===== config.mk =====
export PLATFORM = sky130hd
export DESIGN_NAME = fsm_minimiser
export DESIGN_NICKNAME = d
export VERILOG_FILES = /design/src/rtl/fsmmin_pkg.sv /design/src/rtl/fsmmin_table.sv /design/src/rtl/fsmmin_seed.sv /design/src/rtl/fsmmin_refine.sv /design/src/rtl/fsm_minimiser.sv
export SDC_FILE = /design/constraint.sdc
export NUM_CORES = 1
export LEC_CHECK = 0
export BUFFER_PORTS_ARGS = -buffer_cell sky130_fd_sc_hd__buf_2
export CORE_MARGIN = 4
export CORE_UTILIZATION = 50
export DETAILED_ROUTE_END_ITERATION = 8
export PLACE_DENSITY = 0.72
export SLEW_MARGIN = 20
export SYNTH_ARGS = -nofsm -noshare
export SYNTH_HDL_FRONTEND = slang
export SYNTH_SLANG_ARGS = --single-unit

===== constraint.sdc =====
create_clock -name clk -period 6.53 [get_ports clk]
set_input_delay 1.306 -clock clk [delete_from_list [all_inputs] [get_ports clk]]
set_output_delay 1.306 -clock clk [all_outputs]
set_load 0.1 [all_outputs]

===== src/rtl/fsmmin_pkg.sv =====
// Package: shared definitions for the state-equivalence engine.
// Assumes nothing beyond IEEE 1800-2017 enum support.
package fsmmin_pkg;
    // Controller phase of the engine.
    typedef enum logic [1:0] {
        PH_IDLE = 2'd0,
        PH_RUN  = 2'd1,
        PH_DONE = 2'd2
    } mm_phase_e;
endpackage


===== src/rtl/fsmmin_table.sv =====
// Module: register file holding the Moore transition table, one slot per state.
// Assumes the caller gates writes (no write while a run is in progress).
module fsmmin_table #(
    parameter int NS = 8,
    parameter int IW = $clog2(NS)
) (
    input  logic             clk,
    input  logic             rst_n,
    input  logic             we,
    input  logic [IW-1:0]    widx,
    input  logic [IW-1:0]    wn0,
    input  logic [IW-1:0]    wn1,
    input  logic             wout,
    output logic [NS*IW-1:0] nx0_flat,
    output logic [NS*IW-1:0] nx1_flat,
    output logic [NS-1:0]    outv
);
    for (genvar g = 0; g < NS; g++) begin : g_slot
        // Store one slot when it is addressed by an accepted write.
        always_ff @(posedge clk) begin
            if (!rst_n) begin
                nx0_flat[g*IW +: IW] <= '0;
                nx1_flat[g*IW +: IW] <= '0;
                outv[g]              <= 1'b0;
            end else if (we && widx == IW'(g)) begin
                nx0_flat[g*IW +: IW] <= wn0;
                nx1_flat[g*IW +: IW] <= wn1;
                outv[g]              <= wout;
            end
        end
    end
endmodule


===== src/rtl/fsmmin_seed.sv =====
// Module: builds the first partition by grouping valid states on their output bit.
// Each valid state gets the index of the lowest valid state with the same output;
// invalid states get 0.
module fsmmin_seed #(
    parameter int NS = 8,
    parameter int IW = $clog2(NS)
) (
    input  logic [NS-1:0]    valid,
    input  logic [NS-1:0]    outv,
    output logic [NS*IW-1:0] seed_flat
);
    // Lowest-index search for a matching output bit.
    always_comb begin
        seed_flat = '0;
        for (int i = 0; i < NS; i++) begin
            logic [IW-1:0] pick;
            pick = '0;
            for (int j = NS - 1; j >= 0; j--) begin
                if (valid[j] && outv[j] == outv[i]) pick = IW'(j);
            end
            if (valid[i]) seed_flat[i*IW +: IW] = pick;
        end
    end
endmodule


===== src/rtl/fsmmin_refine.sv =====
// Module: one refinement pass. A state's signature is its own class and the
// classes of its two successors. The new class is the lowest valid index with an
// equal signature. Assumes successors of valid states are valid.
module fsmmin_refine #(
    parameter int NS = 8,
    parameter int IW = $clog2(NS)
) (
    input  logic [NS-1:0]    valid,
    input  logic [NS*IW-1:0] cur_flat,
    input  logic [NS*IW-1:0] nx0_flat,
    input  logic [NS*IW-1:0] nx1_flat,
    output logic [NS*IW-1:0] nxt_flat,
    output logic             changed
);
    logic [IW-1:0] cls [NS];
    logic [IW-1:0] sc0 [NS];
    logic [IW-1:0] sc1 [NS];

    // Gather each state's signature from the current partition.
    always_comb begin
        for (int i = 0; i < NS; i++) begin
            cls[i] = cur_flat[i*IW +: IW];
        end
        for (int i = 0; i < NS; i++) begin
            sc0[i] = cls[nx0_flat[i*IW +: IW]];
            sc1[i] = cls[nx1_flat[i*IW +: IW]];
        end
    end

    // Assign the canonical new class and flag any difference from the old one.
    always_comb begin
        nxt_flat = '0;
        changed  = 1'b0;
        for (int i = 0; i < NS; i++) begin
            logic [IW-1:0] pick;
            pick = '0;
            for (int j = NS - 1; j >= 0; j--) begin
                if (valid[j] && cls[j] == cls[i] && sc0[j] == sc0[i] && sc1[j] == sc1[i])
                    pick = IW'(j);
            end
            if (valid[i]) nxt_flat[i*IW +: IW] = pick;
            if (nxt_flat[i*IW +: IW] != cls[i]) changed = 1'b1;
        end
    end
endmodule


===== src/rtl/fsm_minimiser.sv =====
// Module: top of the state-equivalence engine. It holds the table, seeds the
// partition on start, runs one refinement pass per cycle until a pass changes
// nothing (bounded at NS passes), and then holds the results until the next start.
// Assumes the host loads the table before start and keeps successors inside the count.
module fsm_minimiser #(
    parameter int NS = 8,
    parameter int IW = $clog2(NS)
) (
    input  logic             clk,
    input  logic             rst_n,
    input  logic             wr_en,
    input  logic [IW-1:0]    wr_idx,
    input  logic [IW-1:0]    wr_next0,
    input  logic [IW-1:0]    wr_next1,
    input  logic             wr_out,
    input  logic [IW:0]      cfg_count,
    input  logic             start,
    output logic             busy,
    output logic             done,
    output logic [NS*IW-1:0] class_id,
    output logic [IW:0]      class_count
);
    import fsmmin_pkg::*;

    localparam logic [IW:0] PASS_LAST = (IW+1)'(NS - 1);

    mm_phase_e         phase;
    logic [IW:0]       cnt_q;
    logic [IW:0]       pass_q;
    logic [NS*IW-1:0]  cur_q;
    logic [NS*IW-1:0]  nx0_flat, nx1_flat, seed_flat, nxt_flat;
    logic [NS-1:0]     outv, valid_run, valid_cfg;
    logic              changed;
    logic              accept;

    assign busy   = (phase == PH_RUN);
    assign done   = (phase == PH_DONE);
    assign accept = start && !busy;

    // Valid-slot masks from the latched count and from the incoming count.
    always_comb begin
        for (int i = 0; i < NS; i++) begin
            valid_run[i] = (IW+1)'(i) < cnt_q;
            valid_cfg[i] = (IW+1)'(i) < cfg_count;
        end
    end

    fsmmin_table #(.NS(NS), .IW(IW)) u_table (
        .clk(clk), .rst_n(rst_n), .we(wr_en && !busy), .widx(wr_idx),
        .wn0(wr_next0), .wn1(wr_next1), .wout(wr_out),
        .nx0_flat(nx0_flat), .nx1_flat(nx1_flat), .outv(outv)
    );

    fsmmin_seed #(.NS(NS), .IW(IW)) u_seed (
        .valid(valid_cfg), .outv(outv), .seed_flat(seed_flat)
    );

    fsmmin_refine #(.NS(NS), .IW(IW)) u_refine (
        .valid(valid_run), .cur_flat(cur_q), .nx0_flat(nx0_flat),
        .nx1_flat(nx1_flat), .nxt_flat(nxt_flat), .changed(changed)
    );

    // Phase sequencing, partition register and pass counter.
    always_ff @(posedge clk) begin
        if (!rst_n) begin
            phase  <= PH_IDLE;
            cnt_q  <= '0;
            pass_q <= '0;
            cur_q  <= '0;
        end else if (phase == PH_RUN) begin
            cur_q  <= nxt_flat;
            pass_q <= pass_q + 1'b1;
            if (!changed || pass_q == PASS_LAST) phase <= PH_DONE;
        end else if (accept) begin
            cnt_q  <= cfg_count;
            cur_q  <= seed_flat;
            pass_q <= '0;
            phase  <= PH_RUN;
        end
    end

    assign class_id = cur_q;

    // Count the representatives: valid slots whose class is their own index.
    always_comb begin
        class_count = '0;
        for (int i = 0; i < NS; i++) begin
            if (valid_run[i] && cur_q[i*IW +: IW] == IW'(i)) class_count = class_count + 1'b1;
        end
    end
endmodule


==> impl_results.md <==
- DP Cell Count: 1624
- Status: finished, violations left
- RSZ-0062 raised after global routing: no
- Syn avg cell area: 7.87 µm²
- Non-filler cells, final: 1639
- DR iter-0 viols: 1423
- CTS resizes: 0
- Drt drc: 1
- Setup violators final: 0
- Critical path arrival: 4980 ps
- Hold Crit Class: reg -> reg
- Clock transition at path regs: 60 ps
- Min Tclk post-route: 6280 ps
- Post-layout nets: 1381
- CTS HTree Levels: 3
- Worst setup SP type: flop
- Pin count of the biggest net entering global routing: 85
- Post-Route WL: 40600 µm
- Initial antenna violation count: 0
- Max incr delay on CP: 390 ps
- WS Path Type: reg -> out
- Global route overflow: 0
- Synth area leaders: dfxtp_1 (15%), mux2i_1 (10%), xor2_1 (8.4%)
- R2r startpoint: class_id[16]$_SDFFE_PN0P_
- CP max stage cell: dfxtp_1
- Worst hold start: cnt_q[0]$_SDFFE_PN0P_
- Hold_buf cts: 0
- Ys async rst share: 0
- Synth area leader: dfxtp_1
- Synth Flop Type: dfxtp_1
- Synthesis Warnings: 0
- Failing checks: design-rule violations
- Crit. End Element: primary output
- CTS root buf: clkbuf_16
- Critical path, cell by cell: or2_2 -> nor2_1 -> inv_1 -> ha_1 -> xnor2_2 -> inv_1 -> ha_1 -> mux2_2 -> ha_1 -> mux2_2 -> ha_1 -> mux2_2 -> ha_1 -> nand2_1 -> xor2_2 -> nand3_1 -> nor2_2 -> xnor2_4 -> buf_12
- Yosys top cell area share: 0.151
- GRT Total Usage: 0.322
- CTS tree: yes
- Hpwl dp: 29500 µm
- First-pass GRT wire length: 61600 µm
- CP max FO: 10
- DR WL/cell: 24.7 µm
- Most frequent cells in the layout: mux2i_1 (111), xor2_1 (105), nor2b_1 (91), nand2_1 (91), dfxtp_1 (82)
- Worst-skew pair later-pin latency: 350 ps
- Post-Syn Area: 11000 µm²
- Max-cap violation count: 0
- Ports: 48
- Total power: 0.00163 W
- Die W: 157 µm
- PwrDens: 140 nW/µm²
- Max Buffers Root-to-Sink: 2
- Tightest Pin Transition: 1250 ps
- Drt pass-1 iters: 9
- Setup TNS: 0 ps
- Yosys cell types: 84
- # diodes: 0
- Ratio of cells with drive above 1 in the final layout: 0.132
- DIE AREA: 24500 µm²
- Worst path required time: 5220 ps
- Starting density of the core: 0.507
- Fin crit share: 0.962
- Worst setup path startpoint: cnt_q[1]$_SDFFE_PN0P_
- Most common cell on crit path: ha_1
- Most common cell after layout, fill and taps aside: mux2i_1
- Number of synthesized flops with an enable pin: 0
- CTS Sinks: 83
- Peak supply drop: 0.000131 V
- Die height: 157 µm
- Final Hold Viols: 0
- Max Freq: 159 MHz
- Core Region: 21800 µm²
- Final RePlAce weighted congestion: 1.08
- Cell area after layout: 11600 µm²
- Number of buffers added for setup after CTS: 0
- P&R area growth vs syn: 5.59%
- Leakage: 4.59 nW
- Vias per std cell: 6.79
- Post-Syn Instances: 1402
- Port buffer count: 40
- Placed instance area: 11300 µm²
- ANT nets after route: 0
- DR vias: 11100
- Slew HR: 0.167
- Rows: 54
- Final Skew: 12.3 ps
- Slew Viols, Final: 0
- Synth Register Bits: 83
- CTS Buf Count: 9
- Vias in the first global route: 10200
- Seq/Total Area, Yosys: 0.151
sequential cells by signal (all words and copies together) (netlist names):
name	count
class_id	17
phase	2
cnt_q	4
u_table.outv	8
u_table.nx1_flat	24
u_table.nx0_flat	24
pass_q	4
cell usage after synthesis (all sizes together), types with 9 or more instances:
library cell / n
nor2b: 91
nor3: 24
a211oi: 43
a211o: 13
a31oi: 14
o22a: 15
xnor2: 85
nand3: 42
a221oi: 9
mux2: 57
and2: 11
a21boi: 11
nand2: 91
xor2: 106
o211ai: 50
nor2: 61
o21ai: 32
clkbuf: 66
or4: 12
nand4: 25
mux4: 10
nand2b: 41
inv: 21
dfxtp: 83
mux2i: 112
buf: 68
o22ai: 38
nor4: 39
a21oi: 27
logic make-up (layout without fill, tap and decap cells):
logic type / after synthesis / in the layout / share of synthesized area
adder cells (fa/ha/maj): 8 / 8 / 0.00908
AO/OA/AOI/OAI: 307 / 307 / 0.207
AND/OR/NAND/NOR: 477 / 477 / 0.238
XOR/XNOR: 191 / 191 / 0.152
flip-flops: 83 / 83 / 0.151
multiplexers: 179 / 179 / 0.180
other: 1 / 7 / 0.000340
buffers and inverters: 156 / 107 / 0.0620
layout make-up:
cell class | instances | area [µm²]
Fill cell | 2064 | 10100
Multi-Input combinational cell | 1169 | 8780
Sequential cell | 83 | 1660
Timing Repair Buffer | 70 | 470
Tap cell | 280 | 350
Clock buffer | 10 | 239
Inverter | 22 | 82.6
Clock inverter | 5 | 62.6
through the flow:
step,utilization,worst slack (ps),hold WS [ps]
2_1_floorplan,-,112,489
3_3_place_gp,0.520,538,516
3_5_place_dp,0.520,382,518
4_1_cts,0.534,7.04,527
5_1_grt,0.535,2.46,551
6_report,0.535,247,540
routing by layer:
layer,share of wire,track usage
met1,0.42,0.439
met2,0.44,0.498
met3,0.10,0.0642
met4,0.041,0.129
met5,0,0
critical path, delay by kind of cell (launching register included):
family / cells / cell delay, ps
multiplexers: 3 / 880
buffers and inverters: 3 / 320
flip-flops: 1 / 390
AND/OR/NAND/NOR: 5 / 930
adder cells (fa/ha/maj): 5 / 1430
XOR/XNOR: 3 / 660
worst paths after layout:
path              slack, ps  depth (start not counted)                    end
setup / recovery        250                         19         class_count[3]
hold / removal          540                          2  cnt_q[0]$_SDFFE_PN0P_
setup reg to reg       1890                         11  phase[0]$_SDFFE_PN0P_
hold reg to reg         540                          2  cnt_q[0]$_SDFFE_PN0P_
power breakdown:
| group | internal, W | switching (W) | total, W |
|---|---|---|---|
| sequential | 0.000522 | 0.0000329 | 0.000555 |
| combinational | 0.000179 | 0.000359 | 0.000538 |
| clock | 0.000307 | 0.000232 | 0.000539 |
Power figures use the tool's default switching activity.
